==> src/rtl/ea_pkg.sv <==
package ea_pkg;
  typedef enum logic [1:0] {
    SEG_ES = 2'd0,
    SEG_CS = 2'd1,
    SEG_SS = 2'd2,
    SEG_DS = 2'd3
  } seg_sel_e;

  typedef enum logic [1:0] {
    DSP_NONE  = 2'd0,
    DSP_SHORT = 2'd1,
    DSP_FULL  = 2'd2
  } disp_kind_e;

  localparam logic [1:0] MOD_NODISP = 2'b00;
  localparam logic [1:0] MOD_SHORT  = 2'b01;
  localparam logic [1:0] MOD_FULL   = 2'b10;
  localparam logic [1:0] MOD_REG    = 2'b11;
  localparam logic [2:0] RM_DIRECT  = 3'b110;
endpackage

==> src/rtl/ea_mode_decode.sv <==
module ea_mode_decode
  import ea_pkg::*;
(
  input  logic [1:0]  mod_i,
  input  logic [2:0]  rm_i,
  output logic        is_mem_o,
  output logic        use_bx_o,
  output logic        use_bp_o,
  output logic        use_si_o,
  output logic        use_di_o,
  output disp_kind_e  disp_kind_o
);
  always_comb begin
    use_bx_o    = 1'b0;
    use_bp_o    = 1'b0;
    use_si_o    = 1'b0;
    use_di_o    = 1'b0;
    disp_kind_o = DSP_NONE;
    is_mem_o    = (mod_i != MOD_REG);

    // base/index combination by register/memory field
    case (rm_i)
      3'd0: begin use_bx_o = 1'b1; use_si_o = 1'b1; end
      3'd1: begin use_bx_o = 1'b1; use_di_o = 1'b1; end
      3'd2: begin use_bp_o = 1'b1; use_si_o = 1'b1; end
      3'd3: begin use_bp_o = 1'b1; use_di_o = 1'b1; end
      3'd4: use_si_o = 1'b1;
      3'd5: use_di_o = 1'b1;
      3'd6: use_bp_o = 1'b1;
      default: use_bx_o = 1'b1;
    endcase

    case (mod_i)
      MOD_NODISP: begin
        if (rm_i == RM_DIRECT) begin
          // direct slot: displacement only, no BP
          use_bp_o    = 1'b0;
          disp_kind_o = DSP_FULL;
        end
      end
      MOD_SHORT: disp_kind_o = DSP_SHORT;
      MOD_FULL:  disp_kind_o = DSP_FULL;
      default: begin
        use_bx_o = 1'b0;
        use_bp_o = 1'b0;
        use_si_o = 1'b0;
        use_di_o = 1'b0;
      end
    endcase
  end
endmodule

==> src/rtl/ea_offset_sum.sv <==
module ea_offset_sum
  import ea_pkg::*;
#(
  parameter int ADDR_W  = 16,
  parameter int SHORT_W = 8
) (
  input  logic              use_bx_i,
  input  logic              use_bp_i,
  input  logic              use_si_i,
  input  logic              use_di_i,
  input  disp_kind_e        disp_kind_i,
  input  logic [ADDR_W-1:0] disp_i,
  input  logic [ADDR_W-1:0] bx_i,
  input  logic [ADDR_W-1:0] bp_i,
  input  logic [ADDR_W-1:0] si_i,
  input  logic [ADDR_W-1:0] di_i,
  output logic [ADDR_W-1:0] ea_o
);
  localparam int EXT_W = ADDR_W - SHORT_W;

  logic [ADDR_W-1:0] base_term;
  logic [ADDR_W-1:0] index_term;
  logic [ADDR_W-1:0] disp_term;
  logic [ADDR_W-1:0] short_ext;

  assign short_ext = {{EXT_W{disp_i[SHORT_W-1]}}, disp_i[SHORT_W-1:0]};

  always_comb begin
    base_term  = ({ADDR_W{use_bx_i}} & bx_i) | ({ADDR_W{use_bp_i}} & bp_i);
    index_term = ({ADDR_W{use_si_i}} & si_i) | ({ADDR_W{use_di_i}} & di_i);
    case (disp_kind_i)
      DSP_SHORT: disp_term = short_ext;
      DSP_FULL:  disp_term = disp_i;
      default:   disp_term = '0;
    endcase
  end

  // modulo 2^ADDR_W by truncation
  assign ea_o = base_term + index_term + disp_term;
endmodule

==> src/rtl/ea_seg_map.sv <==
module ea_seg_map
  import ea_pkg::*;
#(
  parameter int ADDR_W    = 16,
  parameter int SEG_SHIFT = 4
) (
  input  logic              is_mem_i,
  input  logic              bp_base_i,
  input  logic              ovr_en_i,
  input  logic [1:0]        ovr_sel_i,
  input  logic [ADDR_W-1:0] es_i,
  input  logic [ADDR_W-1:0] cs_i,
  input  logic [ADDR_W-1:0] ss_i,
  input  logic [ADDR_W-1:0] ds_i,
  input  logic [ADDR_W-1:0] ea_i,
  output seg_sel_e          sel_o,
  output logic [ADDR_W+SEG_SHIFT-1:0] phys_o
);
  localparam int PHYS_W = ADDR_W + SEG_SHIFT;
  localparam int NSEG   = 4;

  logic [ADDR_W-1:0] seg_tab [NSEG];
  logic [ADDR_W-1:0] seg_val;

  assign seg_tab[0] = es_i;
  assign seg_tab[1] = cs_i;
  assign seg_tab[2] = ss_i;
  assign seg_tab[3] = ds_i;

  always_comb begin
    if (!is_mem_i)      sel_o = SEG_DS;
    else if (ovr_en_i)  sel_o = seg_sel_e'(ovr_sel_i);
    else if (bp_base_i) sel_o = SEG_SS;
    else                sel_o = SEG_DS;
  end

  assign seg_val = seg_tab[sel_o];

  // wraps modulo 2^PHYS_W
  assign phys_o = {seg_val, {SEG_SHIFT{1'b0}}} + {{SEG_SHIFT{1'b0}}, ea_i};

  logic [PHYS_W-1:0] unused_width_probe;
  assign unused_width_probe = phys_o;
endmodule

==> src/rtl/segaddr_gen.sv <==
module segaddr_gen
  import ea_pkg::*;
#(
  parameter int ADDR_W    = 16,
  parameter int SHORT_W   = 8,
  parameter int SEG_SHIFT = 4,
  localparam int PHYS_W   = ADDR_W + SEG_SHIFT
) (
  input  logic              clk,
  input  logic              rst,
  input  logic              req_valid,
  input  logic [1:0]        mod_f,
  input  logic [2:0]        rm_f,
  input  logic [ADDR_W-1:0] disp,
  input  logic [ADDR_W-1:0] reg_bx,
  input  logic [ADDR_W-1:0] reg_bp,
  input  logic [ADDR_W-1:0] reg_si,
  input  logic [ADDR_W-1:0] reg_di,
  input  logic [ADDR_W-1:0] seg_es,
  input  logic [ADDR_W-1:0] seg_cs,
  input  logic [ADDR_W-1:0] seg_ss,
  input  logic [ADDR_W-1:0] seg_ds,
  input  logic              ovr_en,
  input  logic [1:0]        ovr_sel,
  output logic              out_valid,
  output logic              out_is_mem,
  output logic [ADDR_W-1:0] out_ea,
  output logic [1:0]        out_seg_sel,
  output logic [PHYS_W-1:0] out_phys
);
  logic              is_mem, use_bx, use_bp, use_si, use_di;
  disp_kind_e        disp_kind;
  logic [ADDR_W-1:0] ea_c;
  seg_sel_e          sel_c;
  logic [PHYS_W-1:0] phys_c;

  ea_mode_decode u_dec (
    .mod_i(mod_f), .rm_i(rm_f), .is_mem_o(is_mem),
    .use_bx_o(use_bx), .use_bp_o(use_bp), .use_si_o(use_si), .use_di_o(use_di),
    .disp_kind_o(disp_kind)
  );

  ea_offset_sum #(.ADDR_W(ADDR_W), .SHORT_W(SHORT_W)) u_sum (
    .use_bx_i(use_bx), .use_bp_i(use_bp), .use_si_i(use_si), .use_di_i(use_di),
    .disp_kind_i(disp_kind), .disp_i(disp),
    .bx_i(reg_bx), .bp_i(reg_bp), .si_i(reg_si), .di_i(reg_di),
    .ea_o(ea_c)
  );

  ea_seg_map #(.ADDR_W(ADDR_W), .SEG_SHIFT(SEG_SHIFT)) u_seg (
    .is_mem_i(is_mem), .bp_base_i(use_bp), .ovr_en_i(ovr_en), .ovr_sel_i(ovr_sel),
    .es_i(seg_es), .cs_i(seg_cs), .ss_i(seg_ss), .ds_i(seg_ds),
    .ea_i(ea_c), .sel_o(sel_c), .phys_o(phys_c)
  );

  always_ff @(posedge clk) begin
    if (rst) begin
      out_valid   <= 1'b0;
      out_is_mem  <= 1'b0;
      out_ea      <= '0;
      out_seg_sel <= 2'd0;
      out_phys    <= '0;
    end else begin
      out_valid <= req_valid;
      if (req_valid) begin
        out_is_mem  <= is_mem;
        out_ea      <= is_mem ? ea_c : '0;
        out_seg_sel <= sel_c;
        out_phys    <= is_mem ? phys_c : '0;
      end
    end
  end


  valid_rise_chk: assert property (@(posedge clk) disable iff (rst)
    req_valid |=> out_valid);


  idle_hold_chk: assert property (@(posedge clk) disable iff (rst)
    !req_valid |=> (!out_valid && $stable(out_ea) && $stable(out_phys) && $stable(out_seg_sel)));


  regmode_zero_chk: assert property (@(posedge clk) disable iff (rst)
    (req_valid && mod_f == MOD_REG) |=> (!out_is_mem && out_ea == '0 && out_phys == '0
                                         && out_seg_sel == 2'd3));


  override_wins_chk: assert property (@(posedge clk) disable iff (rst)
    (req_valid && mod_f != MOD_REG && ovr_en) |=> (out_seg_sel == $past(ovr_sel)));


  bp_stack_chk: assert property (@(posedge clk) disable iff (rst)
    (req_valid && !ovr_en && mod_f != MOD_REG &&
     (rm_f == 3'd2 || rm_f == 3'd3 || (rm_f == RM_DIRECT && mod_f != MOD_NODISP)))
    |=> (out_seg_sel == 2'd2));


  phys_low_chk: assert property (@(posedge clk) disable iff (rst)
    (req_valid && mod_f != MOD_REG) |=> (out_phys[SEG_SHIFT-1:0] == out_ea[SEG_SHIFT-1:0]));
endmodule

==> config.mk <==
export PLATFORM = sky130hd
export DESIGN_NAME = segaddr_gen
export DESIGN_NICKNAME = d
export VERILOG_FILES = /design/src/rtl/ea_pkg.sv /design/src/rtl/ea_mode_decode.sv /design/src/rtl/ea_offset_sum.sv /design/src/rtl/ea_seg_map.sv /design/src/rtl/segaddr_gen.sv
export SDC_FILE = /design/constraint.sdc
export NUM_CORES = 1
export LEC_CHECK = 0
export BUFFER_PORTS_ARGS = -buffer_cell sky130_fd_sc_hd__buf_2
export CAP_MARGIN = 25
export CORE_UTILIZATION = 35
export DETAILED_ROUTE_END_ITERATION = 6
export PLACE_DENSITY_LB_ADDON = 0.3
export RECOVER_POWER = 50
export SETUP_SLACK_MARGIN = 0.05
export SLEW_MARGIN = 20
export SYNTH_ARGS = -nofsm -noshare
export SYNTH_HDL_FRONTEND = slang
export SYNTH_HIERARCHICAL = 1
export SYNTH_SLANG_ARGS = --single-unit
==> constraint.sdc <==
create_clock -name clk -period 11.58 [get_ports clk]
set_input_delay 1.737 -clock clk [delete_from_list [all_inputs] [get_ports clk]]
set_output_delay 1.737 -clock clk [all_outputs]
set_load 0.03 [all_outputs]
* Yosys cells after proc, flatten, opt, wreduce, memory -nomap -nowiden
Index checks and enable logic that the tools add are counted.
W data, S select, Z words.
** Storage, ports and cells
- Register bits after elaboration :: 40
- Input bits :: 155
- Output and inout port bits :: 40
** Operators by class
- Bitwise logic cells :: 7
- Equal/unequal tests :: 11
- Reduce and logical (&&, ||, !) cells :: 8
- Add/sub/neg operators :: 3
- Muxes and demuxes :: 20
- Magnitude comparators :: 1
** Operators by type and width (count)
- $and A16 B16 Y16 :: 4
- $mux W16 :: 3
- $add A16 B16 Y16 :: 2
- $bmux W16 S2 :: 1
- $or A16 B16 Y16 :: 2
- $pmux W16 S2 :: 1
- $add A20 B16 Y20 :: 1
- $mux W20 :: 1
- $reduce_or A3 Y1 :: 4
- $eq A3 B3 Y1 const B :: 3
- $mux W1 :: 9
- $eq A3 B2 Y1 const B :: 2
- $mux W2 :: 3
- $pmux W2 S3 :: 1
- $reduce_or A5 Y1 :: 1
- $eq A2 B1 Y1 const B :: 2
- $eq A2 B2 Y1 const B :: 2
- $eq A3 B1 Y1 const B :: 1
- $ge A3 B3 Y1 const B :: 1
- $logic_not A3 Y1 :: 1
- $not A2 Y3 :: 1
- $logic_not A2 Y1 :: 1
- $ne A2 B2 Y1 const B :: 1
- $pmux W1 S2 :: 1
- $reduce_or A2 Y1 :: 1

* Longest topological paths before layout
Gate-level depths: netlist of run 1.
- Word-level depth :: 14
- Mapped depth :: 29
- Mapped depth without buffers :: 28

* Hierarchy
Netlist of run 1, hierarchy kept.
** Modules (own cells, without submodules)
- segaddr_gen :: seq. area each 800.8 um^2, cells an instance 171, area an instance 1898.1 um^2, times used 1
- ea_offset_sum :: seq. area each 0.0 um^2, cells an instance 202, area an instance 1516.5 um^2, times used 1
- ea_seg_map :: seq. area each 0.0 um^2, cells an instance 188, area an instance 1206.2 um^2, times used 1
- ea_mode_decode :: seq. area each 0.0 um^2, cells an instance 17, area an instance 128.9 um^2, times used 1

* Least setup slack after synthesis of run 1
OpenSTA, ideal clock, no wires.
- Path type :: input to register
- Start :: in mod_f[1]
- End :: reg out_phys[18]
- Buffers on the path :: 2
- Setup slack :: 5.124 ns
- Stages :: 27
- Data arrival time :: 6.390 ns
- Library setup time :: 0.066 ns
- Cell sequence :: inv_1 -> ha_1 -> nand4b_1 -> mux2i_1 -> ha_1 -> clkbuf_1 -> nor2_1 -> nand2_1 -> fa_1 -> inv_1 -> ha_1 -> inv_1 -> fa_1 -> nand2b_1 -> a21oi_1 -> o2111ai_1 -> a31oi_1 -> xor2_1 -> ha_1 -> buf_2 -> and3_1 -> nand2_1 -> a211oi_1 -> o21ai_2 -> xnor2_1 -> nand3_2 -> a21oi_2
** RTL lines
- start: declaration :: RTL line segaddr_gen.sv:12 : input logic [1:0] mod_f,
- $eq A2 B2 Y1 (tied with other cells) :: RTL line ea_mode_decode.sv:33 : case (mod_i)
- $pmux W2 S3 * :: RTL line ea_mode_decode.sv:33
- via disp_kind[1] :: RTL line segaddr_gen.sv:32 : disp_kind_e disp_kind;
- $eq A2 B2 Y1 / $eq A2 B1 Y1 (equally long branches) :: RTL line ea_offset_sum.sv:31 : case (disp_kind_i)
- $pmux W16 S2 * :: RTL line ea_offset_sum.sv:31
- $add A16 B16 Y16 * :: RTL line ea_offset_sum.sv:39 : assign ea_o = base_term + index_term + disp_term;
- via ea_c[13] :: RTL line segaddr_gen.sv:33 : logic [ADDR_W-1:0] ea_c;
- $add A20 B16 Y20 * :: RTL line ea_seg_map.sv:40 : assign phys_o = {seg_val, {SEG_SHIFT{1'b0}}} + {{SEG_SHIFT{1'b0}}, ea_i};
- via phys_c[18] :: RTL line segaddr_gen.sv:35 : logic [PHYS_W-1:0] phys_c;
- $mux W20 * :: RTL line segaddr_gen.sv:69 : out_phys <= is_mem ? phys_c : '0;
- end signal: assignment :: RTL line segaddr_gen.sv:69
- end: declaration :: RTL line segaddr_gen.sv:29 : output logic [PHYS_W-1:0] out_phys
Mark *: on every way through the listed nets, which the timed path passes. The rest lies on a longest branch. The select of a mux whose other input is x is not followed.
A chain may end at the register's enable or synchronous reset.

* Final worst setup path of run 1
- Start :: in mod_f[0]
- End :: reg out_phys[14]
** RTL lines
- $ne A2 B2 Y1 :: RTL line ea_mode_decode.sv:19 : is_mem_o = (mod_i != MOD_REG);
- via is_mem :: RTL line segaddr_gen.sv:31 : logic is_mem, use_bx, use_bp, use_si, use_di;
- $mux W2 :: RTL line ea_seg_map.sv:31 : if (!is_mem_i) sel_o = SEG_DS;
- $not A2 Y3 (implied by the code) :: RTL line ea_seg_map.sv:37 : assign seg_val = seg_tab[sel_o];
- $bmux W16 S2 :: RTL line ea_seg_map.sv:37
- $mux W16 (implied by the code) (2 in series) :: RTL line ea_seg_map.sv:37
- $add A20 B16 Y20 :: RTL line ea_seg_map.sv:40
- via phys_c[14] :: RTL line segaddr_gen.sv:35
- $mux W20 :: RTL line segaddr_gen.sv:69
The timed path passes the listed nets, and every way through them passes these cells. The select of a mux whose other input is x is not followed.

==> flow_summary.json, run 1 <==
{
  "grt_pass1_vias": 4497,
  "synth_area_per_cell_sq_um": 8.22,
  "initial_core_util_pct": 35.9,
  "grt_pass1_wl_mm": 21.9,
  "via_per_inst": 5.05,
  "setup_tns_ns": 0,
  "core_area_sq_um": 13200,
  "synth-edff-count": 0,
  "power.leakage_nw": 2.55,
  "area_growth_pct": 22.2,
  "post_cts_resized": 0,
  "path_buf_inv": 4,
  "first_pass_iters": 6,
  "timing.final.max_slew_violations": 77,
  "synth.area.top_cells": "dfxtp_1 (17%), ha_1 (8.4%), nand3_2 (7.8%), fa_1 (7.2%), a21oi_2 (6.8%)",
  "cts.sinks": 40,
  "cts.clk_slew.worst_paths_ns": 0.06,
  "ys_seq_area_share_pct": 16.9,
  "startpoint_type": "primary input",
  "setup_viol": 0,
  "fin_crit_sh_pct": 64.3,
  "grt_setup_unrepaired": "false",
  "cp.required_ns": 11.80,
  "final_nets": 947,
  "relSlewSlack_pct": -135,
  "grt_max_degree": 77,
  "drt-total-wl_mm": 13.2,
  "die_height_microns": 118,
  "final_cell_mix": "buf_2 (155), nand2_1 (61), nand2b_1 (40), dfxtp_1 (40), clkbuf_1 (40)",
  "ctsHoldBuffers": 0,
  "power_density_nw_per_um2": 131,
  "numCtsBuffers": 5,
  "synth_top_area_share_pct": 16.9,
  "root_buffer": "clkbuf_16",
  "hold_depth": 2,
  "die_x_microns": 118,
  "worstPathArrival_ns": 7.66,
  "setup_slack_ns": 4.14,
  "ant_nets": 0,
  "yosysUniqueCellTypes": 59,
  "worstMarginPinSlew_ns": 3.53,
  "final_common_cell": "buf_2",
  "status": "complete, but fails checks",
  "hold_path.class": "flop to flop",
  "io_buffer_count": 194,
  "clock_latency_ns": 0.28,
  "period_needed_ns": 7.44,
  "place_congestion": 0.860,
  "drive_gt1_share_pct": 33.6,
  "antenna_cells": 0,
  "clock_skew_ns": 0,
  "cts_max_path_buffers": 2,
  "synth-seq-cells": 40,
  "vias": 4645,
  "preCtsSetupSlack_ns": 3.99,
  "htree_levels": 2,
  "wire_per_inst_microns": 14.4,
  "drtIter0Drc": 254,
  "critPathCaptureType": "flop",
  "max_freq_ghz": 0.134,
  "dieArea_sq_um": 14000,
  "ioPinCount": 195,
  "path_delay_family": "compound AO/OA/AOI/OAI gates",
  "syn_inst": 578,
  "final-hold-violation-count": 0,
  "syn-num-nets": 782,
  "irDropWorstVdd_mv": 0.0587,
  "critPathMaxStageDelay_ns": 0.74,
  "critical_path_class": "primary input to flop",
  "synth_area_leader_cell": "dfxtp_1",
  "worstPathMaxFanout": 40,
  "syn_area_sq_um": 4750,
  "yosys_warnings": 6,
  "path_depth": 24,
  "failed_checks": "capacitance limit, slew limit",
  "rows": 42,
  "ys.flop_type": "dfxtp_1",
  "overflow": 0,
  "cpMaxStageDelayCell": "inv_2",
  "dp_hpwl_mm": 10.7,
  "route.detailed.drc": 0,
  "post_cts.repair.setup_buffers": 0,
  "async_flop_share_pct": 0,
  "r2r_cells": 2,
  "track_usage_pct": 19.2,
  "max_cap_viol_count": 1,
  "cts_tree": "built",
  "path_cells": "buf_2 -> ha_1 -> inv_2 -> o211a_1 -> a22oi_1 -> fa_1 -> inv_1 -> ha_1 -> inv_1 -> fa_1 -> nand2b_1 -> a21oi_1 -> nor2b_1 -> o21ai_0 -> xor2_1 -> ha_1 -> a21oi_1 -> nand2_1 -> o21ai_0 -> a21oi_1 -> nor4_1 -> a311o_1 -> nand3_2 -> a21oi_2",
  "antenna_found_initial": 0
}
## per-layer routing
metal / GRT usage [%] / up-vias / share of wire [%]
met5: 0 / - / 0
met4: 4.03 / 0 / 1.2
met3: 2.94 / 10 / 4.8
met2: 33.9 / 109 / 49
met1: 24.5 / 2169 / 45
li1: - / 2357 / -
## report_power, final
part	internal, W	switching [W]
clock network	0.0000782	0.0000565
logic	0.000177	0.000278
registers	0.000158	0.0000119
## cell usage after synthesis, drive strengths merged, types with 2 or more instances
library cell and n:
a211oi 18, a21boi 2, a21o 11, a21oi 67
a22o 4, a22oi 28, a31oi 17, and2 19
and3 2, buf 27, clkbuf 13, dfxtp 40
fa 17, ha 32, inv 37, mux2i 5
nand2 61, nand2b 40, nand3 45, nor2 21
nor2b 5, nor3 3, o211ai 3, o21a 2
o21ai 13, o21bai 3, xnor2 19, xor2 6
## through the flow
| stage | total power, W | hold slack [ns] | cells | util, % | area [sq um] |
|---|---|---|---|---|---|
| after floorplan | 0.000522 | 0.604 | 578 | - | 4750 |
| after global placement | 0.000627 | 0.462 | 911 | 43.0 | 5700 |
| after detailed placement | 0.000629 | 0.461 | 912 | 43.2 | 5720 |
| after CTS | 0.000768 | 0.474 | 919 | 44.2 | 5860 |
| after global routing | 0.000820 | 0.490 | 919 | 43.8 | 5800 |
| final | 0.000760 | 0.476 | 919 | 43.8 | 5800 |
## final timing paths
| kind | start | end | slack (ns) |
|---|---|---|---|
| setup / recovery | mod_f[0] | out_phys[14] | 4.14 |
| hold / removal | out_phys[0] | out_phys[0] | 0.48 |
| hold reg to reg | out_phys[0] | out_phys[0] | 0.48 |
| setup reg to reg | out_phys[14] | out_phys[14] | 10.92 |
## area by class of cell
type / count / area (sq um)
multi-input cells: 461 / 3540
fillers: 1444 / 7440
inverters: 37 / 141
flip-flops and latches: 40 / 801
clock buffers: 5 / 125
well taps: 176 / 220
clock inverters: 2 / 12.5
repair buffers: 198 / 961
## kinds of logic (layout without fill, tap and decap cells)
group                    Yosys count  count (layout)  share of synthesized area [%]
adder cells (fa/ha/maj)           49              49                           15.6
flip-flops                        40              40                           16.9
multiplexers                       6               6                           1.61
buffers and inverters             77             242                           8.54
AO/OA/AOI/OAI                    176             176                           26.9
AND/OR/NAND/NOR                  205             205                           25.8
XOR/XNOR                          25              25                           4.61
## tightest hold or removal path: stages, from the launching register on
cell and delay (ns):
dfxtp_1 0.31, nand2b_1 0.08, a21oi_2 0.05
## state kept, by name, summed over array words and instances, names as in the netlist
register / count
out_is_mem: 1
out_ea: 16
out_seg_sel: 2
out_phys: 20
out_valid: 1
(Power assumes the default switching activity.)
==> inputs of run 2 (changes only) <==
==> constraint.sdc (replaced) <==
create_clock -name clk -period 7.1 [get_ports clk]
set_input_delay 1.065 -clock clk [delete_from_list [all_inputs] [get_ports clk]]
set_output_delay 1.065 -clock clk [all_outputs]
set_load 0.03 [all_outputs]
==> run 2 against run 1 <==
Against the previous run:
- the flow still finishes with violations (capacitance limit, slew limit)
- combinational power is 64% higher
- critical path depth is 1 higher
- critical path type unchanged
- routed wire length is 0.97% higher
- clock power is 73% higher
==> flow_summary.json, run 2 (synthesis results as in run 1) <==
{
  "whs_endpoint": "out_ea[9]",
  "via_per_inst": 5.07,
  "period_needed_ns": 6.38,
  "place_congestion": 0.855,
  "r2r_cells": 2,
  "worstMarginPinSlew_ns": 3.52,
  "track_usage_pct": 19.4,
  "final-hold-violation-count": 0,
  "seqPwrFrac_pct": 22.0,
  "preCtsSetupSlack_ns": 0.588,
  "grt_setup_unrepaired": "false",
  "post_cts_resized": 0,
  "antenna_cells": 0,
  "clock_skew_ns": 0,
  "worstPathMaxFanout": 9,
  "die_x_microns": 118,
  "grt_pass1_wl_mm": 21.8,
  "p_sw_w": 0.000570,
  "wire_per_inst_microns": 14.5,
  "critical_path_class": "primary input to flop",
  "r2r_end": "out_seg_sel[0]",
  "fin_util_pct": 44.2,
  "die_height_microns": 118,
  "top_regs": "out_phys x20, out_ea x16, out_seg_sel x2",
  "htree_levels": 2,
  "ant_nets": 0,
  "ioPinCount": 195,
  "failed_checks": "capacitance limit, slew limit",
  "route.detailed.drc": 0,
  "layoutNonFillerInstCount": 925,
  "irDropWorstVdd_mv": 0.143,
  "drt-total-wl_mm": 13.4,
  "status": "complete, but fails checks",
  "post_cts.repair.setup_buffers": 0,
  "area_growth_pct": 23.3,
  "power_density_nw_per_um2": 215,
  "cts_tree": "built",
  "power_frac_comb_pct": 59.4,
  "numCtsBuffers": 5,
  "cts_max_path_buffers": 2,
  "clock_latency_ns": 0.29,
  "initial_core_util_pct": 35.9,
  "worstPathArrival_ns": 6.60,
  "ctsHoldBuffers": 0,
  "cp.required_ns": 7.32,
  "startpoint_type": "primary input",
  "pwr-share-clk_pct": 18.6,
  "largest_register_ff_count": 20,
  "core_area_sq_um": 13200,
  "setup_slack_ns": 0.720,
  "critPathCaptureType": "flop",
  "hold_path.class": "flop to flop",
  "regMostFlops": "out_phys",
  "fin_crit_sh_pct": 89.9,
  "setup_viol": 0,
  "rows": 42,
  "drtIter0Drc": 220,
  "vias": 4688,
  "cts.clk_slew.worst_paths_ns": 0.06,
  "grt_pass1_vias": 4542,
  "hp-start": "out_ea[9]",
  "dieArea_sq_um": 14000,
  "antenna_found_initial": 0,
  "final_nets": 952,
  "max_cap_viol_count": 1,
  "setup_tns_ns": 0,
  "overflow": 0,
  "drive_gt1_share_pct": 34.2,
  "r2r-start": "out_seg_sel[0]",
  "power.leakage_nw": 2.58,
  "cts.sinks": 40,
  "regToRegSetupSlack_ns": 6.45,
  "io_buffer_count": 194,
  "switching_share_pct": 45.3,
  "grt_max_degree": 77,
  "relSlewSlack_pct": -135,
  "first_pass_iters": 4,
  "timing.final.max_slew_violations": 77,
  "dp_hpwl_mm": 10.9,
  "final_cell_mix": "buf_2 (155), nand2_1 (61), nand2b_1 (40), dfxtp_1 (40), clkbuf_1 (40)",
  "p_int_w": 0.000688,
  "root_buffer": "clkbuf_16",
  "hold_depth": 2,
  "final_common_cell": "buf_2",
  "max_freq_ghz": 0.157,
  "place_inst": 917
}
[run 2: final cells by class]
class,instances,area (sq um)
well taps,176,220
clock inverters,2,15.0
repair buffers,203,998
inverters,37,141
multi-input cells,461,3540
flip-flops and latches,40,801
fillers,1408,7380
clock buffers,6,139
[run 2: metal layers]
layer	up-vias	routed length, microns	GRT usage [%]
met1	2190	6190	24.8
met5	-	0	0
met3	20	516	3.47
met2	104	6360	33.3
li1	2374	-	-
met4	0	303	5.62
[run 2: power groups by stage]
stage	Sequential [W]	Clock [W]	Combinational (W)
4_1_cts	0.000276	0.000241	0.000757
3_3_place_gp	0.000280	0	0.000750
2_1_floorplan	0.000343	0	0.000508
6_report	0.000276	0.000234	0.000748
5_1_grt	0.000280	0.000249	0.000832
3_5_place_dp	0.000280	0	0.000750
[run 2: through the flow]
step                      hold WS [ns]  total power (W)  cell area [sq um]
after global placement           0.461          0.00103               5740
final                            0.475          0.00126               5860
after global routing             0.492          0.00136               5860
after CTS                        0.474          0.00127               5910
after floorplan                  0.604         0.000851               4750
after detailed placement         0.462          0.00103               5760
[run 2: worst max-delay path by stage]
stage,slack (ns),end,from,cells after the start
5_1_grt,0.17,out_phys[18],mod_f[1],27
4_1_cts,0.86,out_phys[18],mod_f[1],25
3_3_place_gp,0.70,out_phys[18],mod_f[1],27
3_5_place_dp,0.59,out_phys[18],mod_f[1],25
2_1_floorplan,1.32,out_phys[18],mod_f[1],27
6_report,0.72,out_phys[18],mod_f[1],25
[run 2: critical path, cell delays in order]
cell	delay [ns]
buf_2	0.11
inv_1	0.10
ha_1	0.17
nand4b_1	0.11
mux2i_1	0.20
ha_1	0.35
nor2_1	0.09
nor2_1	0.24
buf_4	0.20
nand2_1	0.07
fa_1	0.48
fa_1	0.46
nand2b_1	0.18
a21oi_1	0.18
o2111ai_1	0.26
a31oi_1	0.24
xor2_1	0.29
ha_1	0.34
and3_1	0.21
nand2_1	0.10
a211oi_1	0.51
o21ai_2	0.10
xnor2_1	0.20
nand3_2	0.10
a21oi_2	0.25
